$ cat src/rtl/wprot_ctrl.sv
module wprot_ctrl #(
  parameter int AW = 13,
  parameter logic [2:0] NV_INIT = 3'b000
) (
  input  logic          clk,
  input  logic          rst_n,
  input  logic          wp_i,
  input  logic          wr_req,
  input  logic          wr_first,
  input  logic [AW-1:0] wr_addr,
  input  logic [7:0]    wr_data,
  output logic          wr_ok,
  output logic          wr_nack,
  input  logic          rd_first,
  input  logic [AW-1:0] rd_addr,
  output logic          rd_sel_reg,
  output logic [7:0]    reg_q
);
  localparam logic [AW-1:0] TOP = '1;

  logic       wel, rwel, wpen;
  logic [1:0] bp;

  wire       hw_lock = wp_i & wpen;
  wire       to_reg  = wr_first && (wr_addr == TOP);
  wire [2:0] fld     = {wr_data[7], wr_data[4], wr_data[3]};
  wire [1:0] code    = wr_data[2:1];
  wire       pad_ok  = (wr_data[6:5] == 2'b00);

  wire in_block = (bp == 2'b11)
               || (bp == 2'b10 && wr_addr[AW-1])
               || (bp == 2'b01 && (&wr_addr[AW-1:AW-2]));

  wire do_clear   = pad_ok && code == 2'b00 && fld == 3'b000;
  wire do_setwel  = pad_ok && code == 2'b01 && !rwel && fld == 3'b000;
  wire do_load    = pad_ok && code == 2'b01 && rwel && !hw_lock;
  wire do_setrwel = pad_ok && code == 2'b11 && wel;
  wire reg_accept = do_clear | do_setwel | do_load | do_setrwel;
  wire arr_allow  = wel && !in_block;

  assign wr_ok      = wr_req && !to_reg && arr_allow;
  assign wr_nack    = wr_req && (to_reg ? !reg_accept : !arr_allow);
  assign rd_sel_reg = rd_first && (rd_addr == TOP);
  assign reg_q      = {wpen, 2'b00, bp, rwel, wel, 1'b0};

  always_ff @(posedge clk or negedge rst_n) begin
    if (!rst_n) begin
      wel  <= 1'b0;
      rwel <= 1'b0;
      {wpen, bp} <= NV_INIT;
    end else if (wr_req && to_reg) begin
      if (do_clear) begin
        wel  <= 1'b0;
        rwel <= 1'b0;
      end
      if (do_setwel)  wel  <= 1'b1;
      if (do_setrwel) rwel <= 1'b1;
      if (do_load) begin
        {wpen, bp} <= fld;
        rwel <= 1'b0;
      end
    end
  end

  a_r5_rwel_needs_wel: assert property (@(posedge clk) disable iff (!rst_n)
    rwel |-> wel);
  a_r5_rwel_rise: assert property (@(posedge clk) disable iff (!rst_n)
    $rose(rwel) |-> $past(wel));
  a_r4_grant_needs_wel: assert property (@(posedge clk) disable iff (!rst_n)
    wr_ok |-> (wel && !wr_nack));
  a_r6_load_clears_rwel: assert property (@(posedge clk) disable iff (!rst_n)
    !$stable({wpen, bp}) |-> !rwel);
  a_r9_lock_holds: assert property (@(posedge clk) disable iff (!rst_n)
    (wr_req && wp_i && wpen) |=> $stable({wpen, bp}));
  a_r11_refused_no_change: assert property (@(posedge clk) disable iff (!rst_n)
    (wr_req && to_reg && wr_nack) |=> $stable(reg_q));
  a_r10_burst_not_reg: assert property (@(posedge clk) disable iff (!rst_n)
    (wr_req && !wr_first) |=> $stable(reg_q));
endmodule

$ cat config.mk
export PLATFORM = sky130hd
export DESIGN_NAME = wprot_ctrl
export DESIGN_NICKNAME = d
export VERILOG_FILES = /design/src/rtl/wprot_ctrl.sv
export SDC_FILE = /design/constraint.sdc
export NUM_CORES = 1
export LEC_CHECK = 0
export BUFFER_PORTS_ARGS = -buffer_cell sky130_fd_sc_hd__buf_2
export CAP_MARGIN = 10
export CORE_AREA = 2 2 40 42
export DETAILED_ROUTE_END_ITERATION = 6
export DIE_AREA = 0 0 42 44
export GPL_TIMING_DRIVEN = 0
export PLACE_DENSITY = 0.83
export SLEW_MARGIN = 20
export SYNTH_ARGS = -nofsm -noshare
export SYNTH_HDL_FRONTEND = slang
export SYNTH_SLANG_ARGS = --single-unit
$ cat constraint.sdc
create_clock -name clk -period 2.8 [get_ports clk]
set_clock_uncertainty 0.15 [all_clocks]
set_input_delay 0.28 -clock clk [delete_from_list [all_inputs] [get_ports clk]]
set_output_delay 0.28 -clock clk [all_outputs]
set_load 0.01 [all_outputs]
==> run_results.csv <==
group,metric,value,unit
timing,fin_crit_sh,0.7178,
yosys,seq_area_frac_synth,0.2703,
grt,grt_pass1_vias,602,
drt,firstDrtPassIters,4,
worst_hold_path,hp-class,"in2reg",
layout,nNetsFinal,147,
drt,first_iter_violations,5,
power,power_leakage,0.0004317,uW
yosys,ys_ff_latch,5,
status,run_status,"finished, final reports clean",
layout,final_util,0.5335,
setup_path,crit_type,"in2out",
yosys,synth_top_family_by_area,"simple AND/OR/NAND/NOR gates",
placed_design,port_buffers,46,
grt,grt_antenna_before_repair,0,
setup_path,worstPathCellList,"buf_2, nand4_2, or4_4, and4_4, nor3b_2, buf_2",
clock_network,clk_pin_slew,0.04,ns
clock_network,cts.path.max_buffers,2,
setup_path,cp_num_buf_inv,2,
placed_design,gp_congestion,0.8407,
setup_path,crit_family,"simple AND/OR/NAND/NOR gates",
yosys,synthXorXnorAreaFrac,0,
layout,diodes,0,
clock_network,cts_resized,0,
yosys,synth.distinct_cells,24,
grt,grt_use_total,0.1479,
timing,min_period,2.010,ns
clock_network,cts_setup_buffers,0,
layout,final_common_cell,"buf_2",
yosys,synth_mux_area_frac,0.09459,
die,fp.coreArea,1419,sq um
drt,via_count,598,
die,die_x,42,microns
power,peakVddDrop,0.2065,mV
setup_path,cp-end-kind,"primary output",
drt,wl_per_cell,10.41,microns
layout,syn2layout_area_growth,63.51,%
setup_path,path_common_cell,"buf_2",
clock_network,root_buffer,"clkbuf_4",
drt,vias_per_cell,4.902,
power,power.density,265.2,nW/um^2
drt,drc,0,
layout,multi_input_area,296.5,sq um
job,drv_cap,0,
setup_path,required,2.37,ns
die,fp.dieH,44,microns
setup_path,cp.arrival,1.58,ns
die,initial_core_util,0.3263,
yosys,syn_area,462.9,sq um
setup_path,rrSetupSlack,1.42,ns
clock_network,clock_latency,0.24,ns
clock_network,cts_buffers,3,
setup_path,cp-start-kind,"input pin",
clock_network,cts-hold-fix-buffers,1,
power,power,200.8,uW
clock_network,htree_levels,1,
grt,grt_max_degree,6,
die,dieArea,1848,sq um
timing,fmax,0.4976,GHz
die,io_pins,51,
layout,most-common-layout-cells,"46 x buf_2, 7 x nand2_1, 7 x nand4_1",
setup_path,slowest_stage,"or4_4",
layout,drive_above_1_share,0.6038,
timing,finalHoldViolCount,0,
timing,finalSetupTns,0,ns
grt,grt_pass1_wl,2.118,mm
yosys,yosys.area_share.simple,0.4405,
yosys,yosysWarnings,0,
grt,gr-total-overflow,0,
placed_design,dp_hpwl,1.098,mm
drt,wirelength,1.270,mm
timing,rsz0062_at_grt,"no",
yosys,synth-adder-area-share,0,
timing,slew_viol_final,0,
yosys,synth.avg_cell_area,8.735,sq um
setup_path,crit_path_max_fanout,2,
timing,setup_viol,0,
clock_network,cts_tree,"built",
die,rows,14,
layout,nFillCells,140,
drt,ant_nets,0,
yosys,synth-compound-area-share,0.08108,
setup_path,max_stage_delay,0.54,ns
yosys,syn_inst,53,
clock_network,clock_sinks,5,
layout,seq_area,125.1,sq um
cell usage after synthesis (all sizes together):
master  n  area share
nand2   7       0.057
nor2    2       0.016
o21ai   1       0.011
o21bai  1       0.016
inv     1      0.0081
dfrtp   5        0.27
and2    2       0.027
conb    1      0.0081
nor3b   1       0.027
a21o    1       0.016
and4    1       0.024
nor3    2       0.022
buf     6       0.097
nand4   9        0.15
a21oi   1       0.011
a31oi   2       0.027
or4     1       0.024
mux2    3       0.073
nand3   2       0.022
mux2i   1       0.022
nand2b  1       0.014
nor4    2       0.059
metal layers:
layer | GRT usage | vias to the layer above | part of all wire | wire length [microns]
li1 | - | 296 | - | -
met1 | 0.1298 | 261 | 0.33 | 421
met2 | 0.3000 | 41 | 0.52 | 665
met3 | 0.04167 | 0 | 0.14 | 182
met4 | 0.07742 | 0 | 0 | 0
met5 | 0 | - | 0 | 0
registers in the layout, summed over array words and instances, names as in the netlist:
| signal | cells |
|---|---|
| bp | 2 |
| rwel | 1 |
| wpen | 1 |
| wel | 1 |
report_power, final:
part | switching, uW | internal [uW]
Combinational | 20.1 | 26.4
Sequential | 0.00403 | 72.6
Clock | 27.9 | 53.8
Total | 48.0 | 153
kinds of logic after synthesis:
| group | Yosys count |
|---|---|
| flip-flops | 5 |
| multiplexers | 4 |
| AND/OR/NAND/NOR | 30 |
| other | 1 |
| buffers and inverters | 7 |
| AO/OA/AOI/OAI | 6 |
final cells by class:
class                      count  area share
inverter                       1    0.004959
clock buffer                   4     0.03471
timing repair buffer          47      0.3174
buffer                         6     0.05950
multi-input combinational     43      0.3917
tap                           16     0.02645
sequential                     5      0.1653
through the flow:
step	cell area [sq um]	hold WS, ns	cells	setup WS [ns]
after floorplan	470.5	-0.1656	55	0.9787
after global placement	720.7	-0.05446	117	0.8004
after detailed placement	720.7	-0.05247	117	0.7695
after CTS	757.0	0.1317	122	0.7697
after global routing	757.0	0.1264	122	0.7315
final	757.0	0.1434	122	0.7902
worst paths after layout:
kind                              from       to  depth (start not counted)
max                        wr_addr[12]  wr_nack                          6
min                         wr_data[4]    bp[1]                          2
max reg2reg                       wpen     wpen                          4
min reg2reg                       wpen     wpen                          1
max in group asynchronous        rst_n     wpen                          2
min in group asynchronous        rst_n    bp[1]                          2
Note: power is estimated with default switching activity, not from simulation.
